File: config.mk
export PLATFORM = sky130hd
export DESIGN_NAME = fan_pwm_ctrl
export DESIGN_NICKNAME = d
export VERILOG_FILES = /design/src/rtl/fanpwm_pkg.sv /design/src/rtl/fan_thresh_regs.sv /design/src/rtl/fan_temp_policy.sv /design/src/rtl/fan_settle_timer.sv /design/src/rtl/fan_pwm_gen.sv /design/src/rtl/fan_pwm_ctrl.sv
export SDC_FILE = /design/constraint.sdc
export NUM_CORES = 1
export LEC_CHECK = 0
export ABC_AREA = 1
export BUFFER_PORTS_ARGS = -buffer_cell sky130_fd_sc_hd__buf_2
export CELL_PAD_IN_SITES_DETAIL_PLACEMENT = 0
export CELL_PAD_IN_SITES_GLOBAL_PLACEMENT = 1
export CORE_MARGIN = 3
export CORE_UTILIZATION = 40
export CTS_CLUSTER_DIAMETER = 40
export CTS_CLUSTER_SIZE = 25
export DETAILED_ROUTE_END_ITERATION = 6
export PLACE_DENSITY = 0.68
export SYNTH_ARGS = -nofsm -noshare
export SYNTH_HDL_FRONTEND = slang
export SYNTH_SLANG_ARGS = --single-unit
File: constraint.sdc
create_clock -name clk -period 9.75 [get_ports clk]
set_input_delay 2.925 -clock clk [delete_from_list [all_inputs] [get_ports clk]]
set_output_delay 2.925 -clock clk [all_outputs]
set_load 0.02 [all_outputs]
File: src/rtl/fanpwm_pkg.sv
package fanpwm_pkg;
  localparam int NSTEP = 4;
  localparam int LW    = 3;
  localparam int SELW  = 4;
  localparam logic [SELW-1:0] SEL_CTRL  = 4'd0;
  localparam logic [SELW-1:0] SEL_WIDTH = 4'd1;
  localparam int SEL_UP_BASE = 2;
  localparam int SEL_DN_BASE = 2 + NSTEP;

  typedef logic [LW-1:0] lvl_t;

  // High time for a level: an even share of the period per step.
  function automatic logic [31:0] level_width(input int unsigned period,
                                              input int unsigned lvl);
    return 32'((period * lvl) / NSTEP);
  endfunction
endpackage

File: src/rtl/fan_thresh_regs.sv
module fan_thresh_regs
  import fanpwm_pkg::*;
#(
  parameter int DW = 16
) (
  input  logic                       clk,
  input  logic                       rst_n,
  input  logic                       wr_en,
  input  logic [SELW-1:0]            wr_sel,
  input  logic [DW-1:0]              wr_data,
  output logic [NSTEP-1:0][DW-1:0]   up_thr,
  output logic [NSTEP-1:0][DW-1:0]   dn_thr
);
  for (genvar i = 0; i < NSTEP; i++) begin : g_thr
    always_ff @(posedge clk or negedge rst_n) begin
      if (!rst_n) begin
        up_thr[i] <= '1;
        dn_thr[i] <= '0;
      end else if (wr_en) begin
        if (wr_sel == SELW'(SEL_UP_BASE + i)) up_thr[i] <= wr_data;
        if (wr_sel == SELW'(SEL_DN_BASE + i)) dn_thr[i] <= wr_data;
      end
    end
  end
endmodule

File: src/rtl/fan_temp_policy.sv
module fan_temp_policy
  import fanpwm_pkg::*;
#(
  parameter int DW = 16
) (
  input  logic [DW-1:0]            temp,
  input  logic [NSTEP-1:0][DW-1:0] up_thr,
  input  logic [NSTEP-1:0][DW-1:0] dn_thr,
  input  lvl_t                     cur_lvl,
  output lvl_t                     tgt_lvl
);
  always_comb begin
    tgt_lvl = cur_lvl;
    // climb: ascending scan keeps the highest qualifying level
    for (int k = 1; k <= NSTEP; k++) begin
      if (LW'(k) > cur_lvl && temp > up_thr[k-1]) tgt_lvl = LW'(k);
    end
    // fall only when no climb: descending scan keeps the lowest level
    if (tgt_lvl == cur_lvl) begin
      for (int m = NSTEP - 1; m >= 0; m--) begin
        if (LW'(m) < cur_lvl && temp < dn_thr[m]) tgt_lvl = LW'(m);
      end
    end
  end
endmodule

File: src/rtl/fan_settle_timer.sv
module fan_settle_timer #(
  parameter int SETTLE_CYCLES = 1000
) (
  input  logic clk,
  input  logic rst_n,
  input  logic clear,
  input  logic start,
  output logic busy,
  output logic done
);
  localparam int CW = $clog2(SETTLE_CYCLES + 1);
  logic [CW-1:0] cnt;

  assign done = busy && (cnt == CW'(SETTLE_CYCLES - 1));

  always_ff @(posedge clk or negedge rst_n) begin
    if (!rst_n) begin
      busy <= 1'b0;
      cnt  <= '0;
    end else if (clear) begin
      busy <= 1'b0;
      cnt  <= '0;
    end else if (start) begin
      busy <= 1'b1;
      cnt  <= '0;
    end else if (busy) begin
      if (done) busy <= 1'b0;
      else      cnt  <= cnt + 1'b1;
    end
  end
endmodule

File: src/rtl/fan_pwm_gen.sv
module fan_pwm_gen #(
  parameter int DW     = 16,
  parameter int PERIOD = 100
) (
  input  logic          clk,
  input  logic          rst_n,
  input  logic          en,
  input  logic [DW-1:0] width,
  output logic          pwm
);
  logic [DW-1:0] cnt;

  always_ff @(posedge clk or negedge rst_n) begin
    if (!rst_n) begin
      cnt <= '0;
      pwm <= 1'b0;
    end else begin
      pwm <= en && (cnt < width);
      if (!en || cnt == DW'(PERIOD - 1)) cnt <= '0;
      else                               cnt <= cnt + 1'b1;
    end
  end
endmodule

File: src/rtl/fan_pwm_ctrl.sv
module fan_pwm_ctrl
  import fanpwm_pkg::*;
#(
  parameter int DW            = 16,
  parameter int PERIOD        = 100,
  parameter int SETTLE_CYCLES = 1000000000
) (
  input  logic            clk,
  input  logic            rst_n,
  input  logic [DW-1:0]   temp_code,
  input  logic            wr_en,
  input  logic [3:0]      wr_sel,
  input  logic [DW-1:0]   wr_data,
  output logic            pwm_out,
  output logic [DW-1:0]   period_out,
  output logic            temp_rise_evt,
  output logic            pwm_chg_evt
);
  logic en_q;
  logic [DW-1:0] width_q;
  lvl_t lvl_q, tgt_lvl;
  logic [NSTEP-1:0][DW-1:0] up_thr, dn_thr;
  logic settle_busy, settle_done;
  logic step, step_up, step_dn, sw_wr;

  assign period_out = DW'(PERIOD);

  fan_thresh_regs #(.DW(DW)) u_regs (
    .clk(clk), .rst_n(rst_n), .wr_en(wr_en), .wr_sel(wr_sel),
    .wr_data(wr_data), .up_thr(up_thr), .dn_thr(dn_thr)
  );

  fan_temp_policy #(.DW(DW)) u_policy (
    .temp(temp_code), .up_thr(up_thr), .dn_thr(dn_thr),
    .cur_lvl(lvl_q), .tgt_lvl(tgt_lvl)
  );

  assign step    = en_q && !settle_busy && (tgt_lvl != lvl_q);
  assign step_up = step && (tgt_lvl > lvl_q);
  assign step_dn = step && (tgt_lvl < lvl_q);
  assign sw_wr   = wr_en && (wr_sel == SEL_WIDTH);

  fan_settle_timer #(.SETTLE_CYCLES(SETTLE_CYCLES)) u_settle (
    .clk(clk), .rst_n(rst_n), .clear(!en_q), .start(step_up),
    .busy(settle_busy), .done(settle_done)
  );

  always_ff @(posedge clk or negedge rst_n) begin
    if (!rst_n) begin
      en_q          <= 1'b0;
      width_q       <= '0;
      lvl_q         <= '0;
      temp_rise_evt <= 1'b0;
      pwm_chg_evt   <= 1'b0;
    end else begin
      if (wr_en && wr_sel == SEL_CTRL) en_q <= wr_data[0];
      if (step) lvl_q <= tgt_lvl;
      if (sw_wr)     width_q <= wr_data;
      else if (step) width_q <= DW'(level_width(PERIOD, 32'(tgt_lvl)));
      temp_rise_evt <= step_up;
      pwm_chg_evt   <= en_q && (sw_wr || step_dn || settle_done);
    end
  end

  fan_pwm_gen #(.DW(DW), .PERIOD(PERIOD)) u_pwm (
    .clk(clk), .rst_n(rst_n), .en(en_q), .width(width_q), .pwm(pwm_out)
  );
endmodule

### Yosys cells after proc, flatten, opt, wreduce, memory -nomap -nowiden

Index checks and enable logic that the tools add are counted.

* register bits after elaboration: 198
* output and inout port bits: 19
* input bits: 39

* equal/unequal tests: 15
* add/subtract/negate cells: 2
* muxes and demuxes: 20
* reduce and logical (&&, ||, !) cells: 33
* $lt $le $gt $ge: 19
* $mul: 1

Operator list (count)
* $mux W30: 4
* $lt A16 B16 Y1: 5
* $gt A16 B16 Y1: 4
* $mux W16: 3
* $add A30 B1 Y30 const B: 1
* $eq A30 B30 Y1 const B: 1
* $mux W3: 9
* $reduce_and A2 Y1: 9
* $logic_and A1 B1 Y1: 17
* $add A16 B1 Y16 const B: 1
* $eq A16 B7 Y1 const B: 1
* $eq A4 B3 Y1 const B: 4
* $eq A4 B2 Y1 const B: 2
* $eq A4 B4 Y1 const B: 2
* $mul A5 B3 Y8 const A: 1
* $gt A2 B3 Y1 const A: 2
* $lt A1 B3 Y1 const A: 2
* $lt A2 B3 Y1 const A: 2
* $eq A4 B1 Y1 const B: 1
* $logic_not A4 Y1: 1
* $mux W1: 4
* $eq A3 B3 Y1: 1
* $gt A1 B3 Y1 const A: 1
* $gt A3 B3 Y1: 1
* 8 further kinds: 11

### Logic depth before layout (Yosys ltp)

* word-level depth: 17
* gate-level depth with buffers: 33

### Cells and area by module

From an unflattened synthesis, not the netlist that was laid out.

* cell total of the unflattened synthesis: 1847
* area total of the unflattened synthesis: 13885.8 sq um

Modules (own cells, without submodules)
* fan_thresh_regs: area an instance 5499.0 sq um, times used 1, seq. area each 3283.1 sq um, cells each 616
* fan_temp_policy: area an instance 3439.5 sq um, times used 1, seq. area each 0.0 sq um, cells each 558
* fan_settle_timer: area an instance 2282.2 sq um, times used 1, seq. area each 775.7 sq um, cells each 334
* fan_pwm_ctrl: area an instance 1346.3 sq um, times used 1, seq. area each 550.5 sq um, cells each 162
* fan_pwm_gen: area an instance 1318.8 sq um, times used 1, seq. area each 425.4 sq um, cells each 177

### Worst setup path after synthesis

Ideal clock, no wire load.

* path kind: in2reg
* start point: input port temp_code[15]
* end point: register u_settle.cnt[21]
* arrival time: 5.649 ns
* stages on the path: 26
* path slack: 4.018 ns
* setup time: 0.082 ns
* buffers on the path: 1
* data required time: 9.668 ns
* cells stage by stage: ha_1 nand2_1 nor2_1 nand2_1 nor2_1 a21oi_1 nand2_1 inv_1 o21ai_0 nand2_1 nand2_1 inv_1 nand2_1 nand2_1 inv_1 ha_1 nand3_1 nand3_2 inv_1 nand2_1 a21oi_2 nand2_2 inv_2 buf_6 o21ai_1 o22ai_1

* word-level cells in the longest chain between the ends: 16
* elaborated cells between the ends (all ways): 35
* those cells by class: order compare: 9; eq/ne: 4; mux: 11; reduce/logical: 11

RTL lines
* start, declared: line fan_pwm_ctrl.sv:10 `input logic [DW-1:0] temp_code,`
* $gt A16 B16 Y1: line fan_temp_policy.sv:16 `if (LW'(k) > cur_lvl && temp > up_thr[k-1]) tgt_lvl = LW'(k);`
* $logic_and A1 B1 Y1: line fan_temp_policy.sv:16
* $mux W3 (4 in a row): line fan_temp_policy.sv:16
* $mux W3 (4 in a row): line fan_temp_policy.sv:21 `if (LW'(m) < cur_lvl && temp < dn_thr[m]) tgt_lvl = LW'(m);`
* $mux W3 *: line fan_temp_policy.sv:19 `if (tgt_lvl == cur_lvl) begin`
* net tgt_lvl[1]: line fan_pwm_ctrl.sv:21 `lvl_t lvl_q, tgt_lvl;`
* parallel branches: the longest is 2 deep, another holds $gt A3 B3 Y1
* $logic_and A1 B1 Y1 *: line fan_pwm_ctrl.sv:39 `assign step_up = step && (tgt_lvl > lvl_q);`
* $ne A3 B1 Y1 (no line), or another cell as far along
* $reduce_and A2 Y1 (no line) or $mux W30 (tied branches)
* end signal, assigned: line fan_settle_timer.sv:28 `else cnt <= cnt + 1'b1;`
* end, declared: line fan_settle_timer.sv:12 `logic [CW-1:0] cnt;`

Mark *: on every way through the listed nets, which the timed path passes.
A chain may end at the register's enable or synchronous reset.

### Worst setup path after layout

* start point: input port temp_code[9]
* end point: register u_settle.cnt[29]

The elaborated chain is that of the path after synthesis.

==> impl_metrics.ini <==
[cells_and_area]
layout_commonest_cell = nand2_1
multiInputGateArea_um2 = 6016
regArea_um2 = 5035
fin_area_um2 = 13360
area_growth_pct = 9.297
antennaDiodeCount = 0
drive_gt1_share_pct = 10.71
nFillCells = 3035
fin_nets = 1725
final_cell_mix = nand2_1, inv_1, o21ai_0, ha_1, dfrtp_1

[synth]
synth_top_family_by_area = simple AND/OR/NAND/NOR gates
synth_edf_count = 0
synthAdderAreaFrac_pct = 15.26
netlist_instances = 1506
synth-main-ff-cell = dfrtp_1
synthSimpleGateAreaFrac_pct = 18.76
syn_area_per_cell_um2 = 8.115
synth_compound_area_share_pct = 13.56
synthesis.area_um2 = 12220
ys_seq_area_share_pct = 41.20
synth.distinct_cells = 48
synth_xor_area_share_pct = 1.147
ys.warnings.count = 0
synth-async-reset-ratio_pct = 100.0
synthMuxAreaShare_pct = 0
yosys_register_bits = 198

[critical_path]
cp_cell_sequence = buf_2 -> ha_1 -> a21oi_1 -> o21ai_0 -> a21oi_1 -> nand2_1 -> nand2_1 -> inv_1 -> o21ai_0 -> nand2_1 -> nand2_1 -> inv_1 -> nand2_1 -> nand2_1 -> inv_1 -> ha_1 -> nand3_1 -> nand3_2 -> inv_1 -> nand2_1 -> nand3_1 -> clkinv_1 -> nand2_1 -> o41ai_1
critPathLaunchType = primary input
cp_top_family = simple AND/OR/NAND/NOR gates
crit_path_max_incr_delay_ps = 650
required_ps = 10080
critPathKind = in2reg
worstPathArrival_ps = 7170
path_max_fanout = 21
end_kind = flop
path_common_cell = nand2_1
path_buf_inv = 6
crit_slowest_cell = nand3_1

[global_route]
grt_pass1_vias = 9413
grt_pass1_wl_mm = 50.84
grt_antenna_before_repair = 0
track_usage_pct = 19.61
grt_max_degree = 89
grt_overflow_total = 0

[routing]
drt-vias-per-instance = 4.931
num_vias = 9567
postRouteAntennaNets = 0
first_pass_iters = 4
wl_per_cell_um = 15.95
drc = 0
drtIter0Drc = 503
wl_mm = 30.94

[sta]
rsz0062_at_grt = no
slew_headroom_pct = 22.20
finClkSkew_ps = 13.57
final_hold_viol_count = 0
finalSetupViolations = 0
period_minus_slack_ps = 6845
drv_slew = 0
finalCritPeriodShare_pct = 70.20
max_freq_ghz = 0.1461
finalSetupTns_ps = 0
worst_pin_slew_ps = 1164

[die]
std_cell_rows = 63
die_h_um = 180.8
initial_core_util_pct = 40.91
die_area_um2 = 32690
core_region_area_um2 = 29870
io_pins = 58
fp.dieW_um = 180.8

[clock_tree]
clk_pin_slew_ps = 70
cts-root-buf = clkbuf_16
htreeDepth = 4
cts_tree = yes
postCtsResizedCells = 0
clockBufferDepth = 2
clock-sinks = 198
cts_buffers = 17
holdBufCountCts = 0
clk_latency_ps = 460
cts_setup_buffers = 0

[power_and_ir_drop]
p_per_area_nw_per_um2 = 199.2
power.leakage_nw = 6.444
peakVddDrop_mv = 0.1289

[placed_design]
io_buffers = 41
dpl_cell_area_um2 = 12760
gp_congestion = 0.8258
dp_hpwl_mm = 22.59

[run_status]
status = complete, no violations

[worst_hold_path]
hp-class = reg2reg

[job]
drv_cap = 0
## path summary, 6_finish.rpt
| check | from | endpoint | slack [ps] | cells after the start |
|---|---|---|---|---|
| min reg2reg | u_regs.dn_thr[25]$_DFFE_PN0P_ | u_regs.dn_thr[25]$_DFFE_PN0P_ | 490 | 2 |
| min in group asynchronous | rst_n | u_regs.dn_thr[40]$_DFFE_PN0P_ | 2540 | 1 |
| max | temp_code[9] | u_settle.cnt[29]$_DFFE_PN0P_ | 2910 | 24 |
| max reg2reg | u_regs.up_thr[55]$_DFFE_PN1P_ | u_settle.cnt[29]$_DFFE_PN0P_ | 5050 | 24 |
| min | u_regs.dn_thr[25]$_DFFE_PN0P_ | u_regs.dn_thr[25]$_DFFE_PN0P_ | 490 | 2 |
| max in group asynchronous | rst_n | u_regs.dn_thr[30]$_DFFE_PN0P_ | 5960 | 2 |
## metrics by stage
stage	power [W]	cells	hold WS, ps	utilization (%)	setup WS, ps
final	0.002660	1940	485.6	44.71	2905
after CTS	0.002699	1940	490.5	44.71	2852
after floorplan	0.001711	1520	453.0	-	4018
after detailed placement	0.001948	1908	472.9	42.72	2365
after global routing	0.002895	1940	504.5	44.71	2298
after global placement	0.001935	1908	466.6	42.72	2451
## layout make-up
type	count	area share (%)
clock buffer	17	3.185
clock inverter	15	1.265
inverter	259	7.279
multi-input combinational	1015	45.04
sequential	198	37.70
tap	390	3.653
timing repair buffer	46	1.883
## tightest hold or removal path: stages, from the launching register on
cell	delay (ps)
dfrtp_1	340
nand2_1	50
o21ai_0	60
## where the power goes
part / internal, W / switching (W) / leakage [nW]
Combinational: 0.000305 / 0.000540 / 3.73
Clock: 0.000386 / 0.000348 / 0.295
Sequential: 0.00101 / 0.0000746 / 2.42
Total: 0.00170 / 0.000963 / 6.44
## cells in the mapped netlist (all sizes together) (2+ instances only)
cell type	count	area, um2
nand2	330	1246
inv	257	964.7
o21ai	177	885.8
ha	149	1864
dfrtp	134	3353
a21oi	75	379.1
nor2	74	297.8
dfstp	64	1682
nand3	45	240.2
clkbuf	28	106.4
nor3	28	161.4
nand4	26	168.9
o22ai	23	143.9
buf	20	146.4
xor2	15	131.4
nor4	12	81.33
nor3b	8	60.06
o21a	7	52.55
o41ai	5	43.79
a31oi	4	25.02
nand3b	4	30.03
a221oi	3	26.28
o211ai	3	27.52
a211o	2	17.52
clkinv	2	7.510
conb	2	7.510
o21bai	2	15.01
o221ai	2	17.52
## state kept, by name, summed over array words and instances, names as in the netlist
| register | cells |
|---|---|
| en_q | 1 |
| lvl_q | 3 |
| pwm_chg_evt | 1 |
| temp_rise_evt | 1 |
| u_pwm.cnt | 16 |
| u_pwm.pwm | 1 |
| u_regs.dn_thr | 64 |
| u_regs.up_thr | 64 |
| u_settle.busy | 1 |
| u_settle.cnt | 30 |
| width_q | 16 |
## per-layer routing
| layer | share of wire (%) | vias up | track usage (%) |
|---|---|---|---|
| met5 | 0 | - | 0 |
| met3 | 2.7 | 17 | 3.020 |
| met2 | 46 | 97 | 31.51 |
| li1 | - | 4983 | - |
| met1 | 51 | 4470 | 28.16 |
| met4 | 0.87 | 0 | 4.084 |
## cell families (layout without fill, tap and decap cells)
logic type / count (synthesis) / after routing
other: 2 / 16
and+or+nand+nor: 528 / 528
AOI/OAI and AO/OA: 306 / 306
DFF: 198 / 198
adders and majority gates: 149 / 149
xor gates and xnor gates: 16 / 16
buffers and inverters: 307 / 337
Power figures use the tool's default switching activity.
